File: config.mk
export PLATFORM = sky130hd
export DESIGN_NAME = toy_pipe3_core
export DESIGN_NICKNAME = d
export VERILOG_FILES = /design/src/rtl/toy_pipe3_pkg.sv /design/src/rtl/tp3_fetch.sv /design/src/rtl/tp3_regfile.sv /design/src/rtl/tp3_hazard.sv /design/src/rtl/tp3_alu.sv /design/src/rtl/toy_pipe3_core.sv
export SDC_FILE = /design/constraint.sdc
export NUM_CORES = 1
export LEC_CHECK = 0
export ABC_CLOCK_PERIOD_IN_PS = 2000
export CAP_MARGIN = 20
export CORE_MARGIN = 3
export CORE_UTILIZATION = 50
export CTS_CLUSTER_SIZE = 16
export DETAILED_ROUTE_END_ITERATION = 8
export GPL_ROUTABILITY_DRIVEN = 0
export PLACE_DENSITY_LB_ADDON = 0.15
export SYNTH_ARGS = -nofsm -noshare
export SYNTH_HDL_FRONTEND = slang
export SYNTH_HIERARCHICAL = 1
export SYNTH_SLANG_ARGS = --single-unit
File: constraint.sdc
create_clock -name clk_i -period 2 [get_ports clk_i]
set_input_delay 0.4 -clock clk_i [delete_from_list [all_inputs] [get_ports clk_i]]
set_output_delay 0.4 -clock clk_i [all_outputs]
set_load 0.01 [all_outputs]
File: src/rtl/toy_pipe3_pkg.sv
package toy_pipe3_pkg;

  typedef enum logic [2:0] {
    OP_NOP  = 3'd0,
    OP_LDI  = 3'd1,
    OP_MOV  = 3'd2,
    OP_ADDI = 3'd3,
    OP_ST   = 3'd4,
    OP_JMP  = 3'd5
  } op_e;

  // Undefined codes collapse to NOP.
  function automatic op_e decode_op(input logic [2:0] raw);
    case (raw)
      3'd1:    return OP_LDI;
      3'd2:    return OP_MOV;
      3'd3:    return OP_ADDI;
      3'd4:    return OP_ST;
      3'd5:    return OP_JMP;
      default: return OP_NOP;
    endcase
  endfunction

  function automatic logic writes_reg(input op_e op);
    return (op == OP_LDI) || (op == OP_MOV) || (op == OP_ADDI);
  endfunction

  // ADDI reads its destination; MOV and ST read the source field.
  function automatic logic src_is_rd(input op_e op);
    return op == OP_ADDI;
  endfunction

  function automatic logic reads_reg(input op_e op);
    return (op == OP_MOV) || (op == OP_ST) || (op == OP_ADDI);
  endfunction

endpackage

File: src/rtl/tp3_fetch.sv
module tp3_fetch #(
  parameter int AW = 9
) (
  input  logic          clk_i,
  input  logic          rst_ni,
  input  logic          stall_i,
  input  logic          flush_i,
  input  logic [AW-1:0] target_i,
  output logic [AW-1:0] pc_o
);
  logic [AW-1:0] pc_q;

  always_ff @(posedge clk_i or negedge rst_ni) begin
    if (!rst_ni)      pc_q <= '0;
    else if (flush_i) pc_q <= target_i;
    else if (!stall_i) pc_q <= pc_q + AW'(1);
  end

  assign pc_o = pc_q;
endmodule

File: src/rtl/tp3_regfile.sv
module tp3_regfile #(
  parameter int REG_N  = 4,
  parameter int DATA_W = 8,
  localparam int RAW   = $clog2(REG_N)
) (
  input  logic              clk_i,
  input  logic              rst_ni,
  input  logic              we_i,
  input  logic [RAW-1:0]    waddr_i,
  input  logic [DATA_W-1:0] wdata_i,
  input  logic [RAW-1:0]    raddr_i,
  output logic [DATA_W-1:0] rdata_o
);
  logic [DATA_W-1:0] regs_q [REG_N];

  for (genvar g = 0; g < REG_N; g++) begin : g_reg
    always_ff @(posedge clk_i or negedge rst_ni) begin
      if (!rst_ni)                          regs_q[g] <= '0;
      else if (we_i && waddr_i == RAW'(g))  regs_q[g] <= wdata_i;
    end
  end

  // Write-through: a commit this cycle is seen by this cycle's read.
  assign rdata_o = (we_i && waddr_i == raddr_i) ? wdata_i : regs_q[raddr_i];
endmodule

File: src/rtl/tp3_hazard.sv
module tp3_hazard #(
  parameter int RAW = 2
) (
  input  logic           fetch_reads_i,
  input  logic [RAW-1:0] fetch_src_i,
  input  logic           ex_vld_i,
  input  logic           ex_writes_i,
  input  logic [RAW-1:0] ex_rd_i,
  input  logic           ex_jmp_i,
  output logic           stall_o,
  output logic           flush_o
);
  logic raw_dep;

  assign flush_o = ex_vld_i && ex_jmp_i;
  assign raw_dep = fetch_reads_i && ex_vld_i && ex_writes_i && (ex_rd_i == fetch_src_i);
  // A flushed fetch slot is discarded anyway, so the jump takes priority.
  assign stall_o = raw_dep && !flush_o;
endmodule

File: src/rtl/tp3_alu.sv
module tp3_alu
  import toy_pipe3_pkg::*;
#(
  parameter int DATA_W = 8
) (
  input  op_e               op_i,
  input  logic [DATA_W-1:0] opa_i,
  input  logic [DATA_W-1:0] imm_i,
  output logic [DATA_W-1:0] res_o
);
  always_comb begin
    case (op_i)
      OP_LDI:  res_o = imm_i;
      OP_MOV:  res_o = opa_i;
      OP_ADDI: res_o = opa_i + imm_i;
      OP_ST:   res_o = opa_i;
      default: res_o = '0;
    endcase
  end
endmodule

File: src/rtl/toy_pipe3_core.sv
module toy_pipe3_core
  import toy_pipe3_pkg::*;
#(
  parameter int DATA_W = 8,
  parameter int REG_N  = 4,
  parameter int IMM_W  = 9,
  localparam int RAW     = $clog2(REG_N),
  localparam int OP_W    = 3,
  localparam int INSTR_W = OP_W + 2 * RAW + IMM_W
) (
  input  logic               clk_i,
  input  logic               rst_ni,
  output logic [IMM_W-1:0]   imem_addr_o,
  input  logic [INSTR_W-1:0] imem_data_i,
  output logic               dmem_we_o,
  output logic [IMM_W-1:0]   dmem_addr_o,
  output logic [DATA_W-1:0]  dmem_wdata_o,
  output logic               retire_o,
  output logic [OP_W-1:0]    retire_op_o,
  output logic [RAW-1:0]     retire_rd_o
);
  localparam int IMM_LSB = 0;
  localparam int RS_LSB  = IMM_W;
  localparam int RD_LSB  = IMM_W + RAW;
  localparam int OP_LSB  = IMM_W + 2 * RAW;

  // Stage 1: fetch / decode / operand read
  op_e              f_op;
  logic [RAW-1:0]   f_rd, f_rs, f_src;
  logic [IMM_W-1:0] f_imm;
  logic [DATA_W-1:0] f_opa;
  logic             stall, flush;

  assign f_op  = decode_op(imem_data_i[OP_LSB +: OP_W]);
  assign f_rd  = imem_data_i[RD_LSB +: RAW];
  assign f_rs  = imem_data_i[RS_LSB +: RAW];
  assign f_imm = imem_data_i[IMM_LSB +: IMM_W];
  assign f_src = src_is_rd(f_op) ? f_rd : f_rs;

  // Stage 2: execute
  logic              ex_vld;
  op_e               ex_op;
  logic [RAW-1:0]    ex_rd;
  logic [IMM_W-1:0]  ex_imm;
  logic [DATA_W-1:0] ex_opa, ex_res;

  // Stage 3: commit
  logic              wb_vld;
  op_e               wb_op;
  logic [RAW-1:0]    wb_rd;
  logic [IMM_W-1:0]  wb_addr;
  logic [DATA_W-1:0] wb_res;
  logic              wb_we;

  tp3_fetch #(.AW(IMM_W)) u_fetch (
    .clk_i    (clk_i),
    .rst_ni   (rst_ni),
    .stall_i  (stall),
    .flush_i  (flush),
    .target_i (ex_imm),
    .pc_o     (imem_addr_o)
  );

  tp3_hazard #(.RAW(RAW)) u_hazard (
    .fetch_reads_i (reads_reg(f_op)),
    .fetch_src_i   (f_src),
    .ex_vld_i      (ex_vld),
    .ex_writes_i   (writes_reg(ex_op)),
    .ex_rd_i       (ex_rd),
    .ex_jmp_i      (ex_op == OP_JMP),
    .stall_o       (stall),
    .flush_o       (flush)
  );

  tp3_regfile #(.REG_N(REG_N), .DATA_W(DATA_W)) u_rf (
    .clk_i   (clk_i),
    .rst_ni  (rst_ni),
    .we_i    (wb_we),
    .waddr_i (wb_rd),
    .wdata_i (wb_res),
    .raddr_i (f_src),
    .rdata_o (f_opa)
  );

  always_ff @(posedge clk_i or negedge rst_ni) begin
    if (!rst_ni) begin
      ex_vld <= 1'b0;
      ex_op  <= OP_NOP;
      ex_rd  <= '0;
      ex_imm <= '0;
      ex_opa <= '0;
    end else if (stall || flush) begin
      ex_vld <= 1'b0;
      ex_op  <= OP_NOP;
    end else begin
      ex_vld <= 1'b1;
      ex_op  <= f_op;
      ex_rd  <= f_rd;
      ex_imm <= f_imm;
      ex_opa <= f_opa;
    end
  end

  tp3_alu #(.DATA_W(DATA_W)) u_alu (
    .op_i  (ex_op),
    .opa_i (ex_opa),
    .imm_i (DATA_W'(ex_imm)),
    .res_o (ex_res)
  );

  always_ff @(posedge clk_i or negedge rst_ni) begin
    if (!rst_ni) begin
      wb_vld  <= 1'b0;
      wb_op   <= OP_NOP;
      wb_rd   <= '0;
      wb_addr <= '0;
      wb_res  <= '0;
    end else begin
      wb_vld  <= ex_vld;
      wb_op   <= ex_op;
      wb_rd   <= ex_rd;
      wb_addr <= ex_imm;
      wb_res  <= ex_res;
    end
  end

  assign wb_we        = wb_vld && writes_reg(wb_op);
  assign dmem_we_o    = wb_vld && (wb_op == OP_ST);
  assign dmem_addr_o  = wb_addr;
  assign dmem_wdata_o = wb_res;
  assign retire_o     = wb_vld;
  assign retire_op_o  = wb_op;
  assign retire_rd_o  = wb_rd;
endmodule

==> flow_summary.ini, run 1 <==
[logic_synthesis]
synthXorXnorAreaFrac_pct = 3.29
synth-adder-area-share_pct = 2.87
synth-seq-cells = 87
synthMuxAreaShare_pct = 23.2
synth_top_area_share_pct = 52.0
synth-edff-count = 0
synth-simple-area-share_pct = 10.8
synth_compound_area_share_pct = 5.59
syn_area_um2 = 4190
synthArstFlopShare_pct = 100
ys_top_cells_by_area = dfrtp_1 (52%), mux2_2 (15%), mux4_2 (4.3%)
syn_avg_cell_area_um2 = 13.6
synth_top_family_by_area = multiplexers
yosysWarnings = 6
synthDistinctLibCells = 50
yosysTopAreaCell = dfrtp_1
synth_cells = 308
synthFlopType = dfrtp_1
synthesis.nets = 335
ys_seq_area_share_pct = 52.0

[floorplan]
start_util_pct = 52.8
dieWidth_um = 97.5
rows = 32
floorplan.die_area_um2 = 9510
io_pins = 51
placeableCoreArea_um2 = 7930
die_y_um = 97.5

[global_route]
grt_overflow = 0
first_global_vias = 2936
grt_max_degree = 88
antenna_found_initial = 0
grt_pass1_wl_um = 14800
track_usage_pct = 19.6

[critical_path]
crit_path_max_fanout = 5
startpoint_type = input port
cp.arrival_ns = 2.23
end_kind = flip-flop
cp.required_ns = 2.25
path_class = input port to flip-flop

[placed_design]
dp_hpwl_um = 6080
port_buffers = 50
place_area_um2 = 5060

[min_path]
hold_class = input port to asynchronous set/reset pin

[clock_tree]
htree_num_levels = 3
clock_latency_ns = 0.36
clockBufferDepth = 2
clkTransAtPathRegs_ns = 0.09
cts_made_buffers = 9
root_buffer = clkbuf_8
cts_tree = yes
hold_buffers = 0
clkSinkCount = 87

[final_layout]
fillers = 598
finish.utilization_pct = 67.5
area_growth_pct = 27.7
antenna_cells = 0
fin_area_um2 = 5350
fin_nets = 415
drive_gt1_share_pct = 36.1

[sta]
finalHoldViolations = 0
setup_viol = 0
max_freq_mhz = 505
setup_tns_ns = 0
min_period_ns = 1.98
worst_pin_slew_ns = 0.519
relSlewSlack_pct = 65.3
fin_hold_ws_ns = 0.0788
fin_crit_sh_pct = 98.9
slew_viol_final = 0
finClkSkew_ns = 0.00844
rsz0062_at_grt = yes

[pwr]
leakage_nw = 2.44
ir_drop_v = 0.000505
powerDensity_nw_per_um2 = 1130
power_mw = 6.04

[run]
maxCapViolations = 0

[detailed_routing]
postRouteAntennaNets = 0
routed-via-count = 2767
wirelength_um = 8860
firstDrtPassIters = 4
drt_iter0_markers = 145
detail_route.vias_per_cell = 5.59
avgRoutedWirePerCell_um = 17.9
remaining_drc_errors = 0

[run_status]
status = finished, final reports clean
per-layer routing:
layer | global-route usage, % | part of all wire, %
met4 | 5.96 | 1.2
met5 | 0 | 0
met3 | 4.24 | 4.5
met1 | 27.3 | 46
met2 | 30.8 | 48
power by group:
part,internal [mW],switching (mW),total [mW],leakage [nW]
registers,2.24,0.440,2.68,1.10
logic,1.30,0.823,2.12,1.24
clock network,0.585,0.656,1.24,0.0968
cell usage in the layout (no fill, tap or decap), types with 7 or more instances in the layout:
cell type,netlist,layout
a21oi_1,8,8
buf_4,1,26
clkbuf_8,0,9
clkdlybuf4s50_1,0,42
dfrtp_1,87,86
ha_1,8,7
mux2_2,54,44
mux2_4,9,19
mux4_2,8,8
nand2_1,15,15
o21ai_0,12,11
cell families after synthesis:
logic type      after synthesis
mux                          76
simple gates                 71
compound gates               37
buf+inv                      14
xor+xnor                     14
flops                        87
fa+ha+maj                     9
sequential cells by signal, indices dropped and copies added, names as in the netlist:
signal	flops
ex_vld	1
retire_op_o	3
ex_op	3
dmem_wdata_o	8
u_fetch/pc_o	9
u_rf/regs_q	32
retire_o	1
dmem_addr_o	9
ex_rd	2
retire_rd_o	2
ex_opa	8
ex_imm	9
area by class of cell:
type / count / area (um^2) / share of cell area, %
multi-input combinational: 207 / 2030 / 38.0
inverter: 2 / 7.51 / 0.140
tap: 102 / 128 / 2.39
timing repair buffer: 81 / 808 / 15.1
sequential: 87 / 2180 / 40.7
clock buffer: 10 / 128 / 2.39
clock inverter: 6 / 68.8 / 1.29
per-stage QoR:
stage	setup slack, ns	cells
after floorplan	-0.0978	308
after global placement	-0.650	477
after global routing	-0.0310	495
after CTS	0.0123	495
final	0.0213	495
after detailed placement	-0.678	477
synth_stat cells, types with 6 or more instances:
master,n
dfrtp_1,87
a21oi_1,8
mux4_2,8
ha_1,8
nor2_1,6
nand3_1,6
o21ai_0,12
mux2_4,9
nand2_1,15
mux2_2,54
xnor2_1,7
worst paths after layout:
| check | slack, ns | end | from | depth (start not counted) |
|---|---|---|---|---|
| worst min-delay path | 0.08 | u_rf/regs_q[11] | rst_ni | 2 |
| min in group clk_i | 0.32 | ex_rd[1] | imem_data_i[12] | 2 |
| worst min register to register | 0.40 | retire_o | ex_vld | 0 |
| worst max register to register | 0.03 | dmem_wdata_o[6] | ex_imm[0] | 7 |
| max in group asynchronous | 1.58 | ex_op[2] | rst_ni | 2 |
| worst max-delay path | 0.02 | ex_opa[2] | imem_data_i[15] | 7 |
critical path, cell delays in order:
cell,delay (ns)
buf_6,0.09
nand3b_1,0.21
mux2_4,0.40
buf_12,0.16
mux4_2,0.43
mux2_4,0.28
mux2_4,0.26
repair_timing:
item	CTS	global route
hold endpoints to repair	0	0
endpoints found under the setup margin	31	13
cloned	1	0
pin swaps	6	5
resized for setup	14	13
setup buffers	1	0
Note: power is estimated with default switching activity, not from simulation.
==> run 2: changes to the inputs <==
--- a/config.mk
+++ b/config.mk
@@ -7,7 +7,7 @@
 export LEC_CHECK = 0
 export ABC_CLOCK_PERIOD_IN_PS = 2000
 export CAP_MARGIN = 20
-export CORE_MARGIN = 3
+export CORE_MARGIN = 1.5
 export CORE_UTILIZATION = 50
 export CTS_CLUSTER_SIZE = 16
 export DETAILED_ROUTE_END_ITERATION = 8
==> flow_summary.ini, run 2 (synthesis gave the netlist of run 1 again) <==
[run_status]
status = finished, final reports clean

[final_layout]
top_register = u_rf/regs_q
final_common_cell = dfrtp_1
area_growth_pct = 28.1
drive_gt1_share_pct = 36.4
final_cell_mix = dfrtp_1 (87), mux2_2 (44), clkdlybuf4s50_1 (43)
fin_nets = 420
largest_reg_flops = 32
antenna_cells = 0
fillers = 617
fin_area_um2 = 5370

[clock_tree]
htree_num_levels = 3
clockBufferDepth = 2
root_buffer = clkbuf_8
cts_tree = yes
clock_latency_ns = 0.36
cts_made_buffers = 9
clkTransAtPathRegs_ns = 0.09
clkSinkCount = 87

[sta]
finClkSkew_ns = 0.0101
rsz0062_at_grt = yes
relSlewSlack_pct = 66.0
worst_pin_slew_ns = 0.509
fin_crit_sh_pct = 99.1
layout_setup_ws_ns = 0.0179
max_freq_mhz = 505
fin_hold_ws_ns = 0.386
min_period_ns = 1.98
finalHoldViolations = 0
setup_viol = 0
slew_viol_final = 0

[placed_design]
port_buffers = 50
dp_hpwl_um = 6040
dp_slack_ns = -0.682
place_area_um2 = 5040

[detailed_routing]
postRouteAntennaNets = 0
routed-via-count = 2755
wirelength_um = 8590
avgRoutedWirePerCell_um = 17.1
remaining_drc_errors = 0
firstDrtPassIters = 4
detail_route.vias_per_cell = 5.48
drt_iter0_markers = 168

[critical_path]
crit_buf_inv = 0
path_class = flip-flop to flip-flop
crit_path_max_fanout = 2
slowest_delay_ns = 0.40
cp.required_ns = 2.25
path_cells = ha_2 > fa_2 > a21o_1 > a311o_1 > a21oi_2 > xor2_1 > o21ai_1
startpoint_type = flip-flop
end_kind = flip-flop
cp_top_family = compound AO/OA/AOI/OAI gates
r2r_slack_ns = 0.02
critPathSlowestCell = dfrtp_1
cp.arrival_ns = 2.23

[global_route]
antenna_found_initial = 0
first_global_vias = 2771
grt_overflow = 0
track_usage_pct = 21.2
grt_max_degree = 39
grt_pass1_wl_um = 14000

[floorplan]
dieWidth_um = 94.5
io_pins = 51
start_util_pct = 51.2
die_y_um = 94.5
placeableCoreArea_um2 = 8180
rows = 33
floorplan.die_area_um2 = 8940

[run]
maxCapViolations = 0

[pwr]
internal-power_mw = 4.33
power_mw = 6.17
power.switching_mw = 1.84
ir_drop_v = 0.000550
comb_power_share_pct = 33.6
p_clk_share_pct = 23.2
leakage_nw = 2.45
powerDensity_nw_per_um2 = 1150
sequentialPowerShare_pct = 43.2
p_sw_share_pct = 29.9

[min_path]
hold_class = input port to flip-flop
[run 2: final cells by class]
class	count	area [um^2]	area share [%]
flip-flops and latches	87	2180	40.6
multi-input cells	207	2000	37.3
well taps	105	131	2.45
clock inverters	4	76.3	1.42
clock buffers	12	165	3.08
inverters	2	7.51	0.140
repair buffers	86	807	15.0
[run 2: worst register-to-register path: stages (launching register included)]
cell	delay [ns]
dfrtp_1	0.40
ha_2	0.20
fa_2	0.34
a21o_1	0.21
a311o_1	0.31
a21oi_2	0.17
xor2_1	0.17
o21ai_1	0.09
[run 2: path summary, 6_finish.rpt]
check / from / to / cells after the start
worst max-delay path: ex_opa[0] / dmem_wdata_o[6] / 7
worst min-delay path: imem_data_i[13] / ex_op[0] / 3
worst max register to register: ex_opa[0] / dmem_wdata_o[6] / 7
worst min register to register: ex_imm[8] / dmem_addr_o[8] / 0
max in group asynchronous: rst_ni / ex_opa[0] / 3
min in group asynchronous: rst_ni / u_rf/regs_q[23] / 2
[run 2: metal layers]
metal  share of wire, %  up-vias  GRT usage, %
met5                  0        -             0
met4               0.93        0          7.21
met3                4.1        5          5.39
met2                 50       48          34.2
met1                 45     1403          27.8
li1                   -     1299             -
[run 2: metrics by stage]
| stage | TNS [ns] | utilization (%) | std cells |
|---|---|---|---|
| 2_1_floorplan | -0.854 | - | 308 |
| 3_3_place_gp | -16.57 | 61.6 | 481 |
| 3_5_place_dp | -17.98 | 61.6 | 481 |
| 4_1_cts | -0.0268 | 65.1 | 501 |
| 5_1_grt | -0.0960 | 65.6 | 503 |
| 6_report | 0 | 65.6 | 503 |
[run 2: power by group through the flow]
stage	clock network (mW)	registers, mW	logic (mW)
floorplan	0	2.65	1.29
global placement	0	2.69	1.97
detailed placement	0	2.70	2.02
CTS	1.46	2.67	2.05
global route	1.54	2.74	2.26
finish	1.43	2.67	2.07
[run 2: repair_timing]
action                                 4_1_cts  5_1_grt
cloned                                       1        0
setup endpoints to repair                   31       14
hold buffers                                 1        0
setup buffers                                2        2
resized for setup                           17        7
pin swaps                                    9        2
endpoints found under the hold margin       32        0
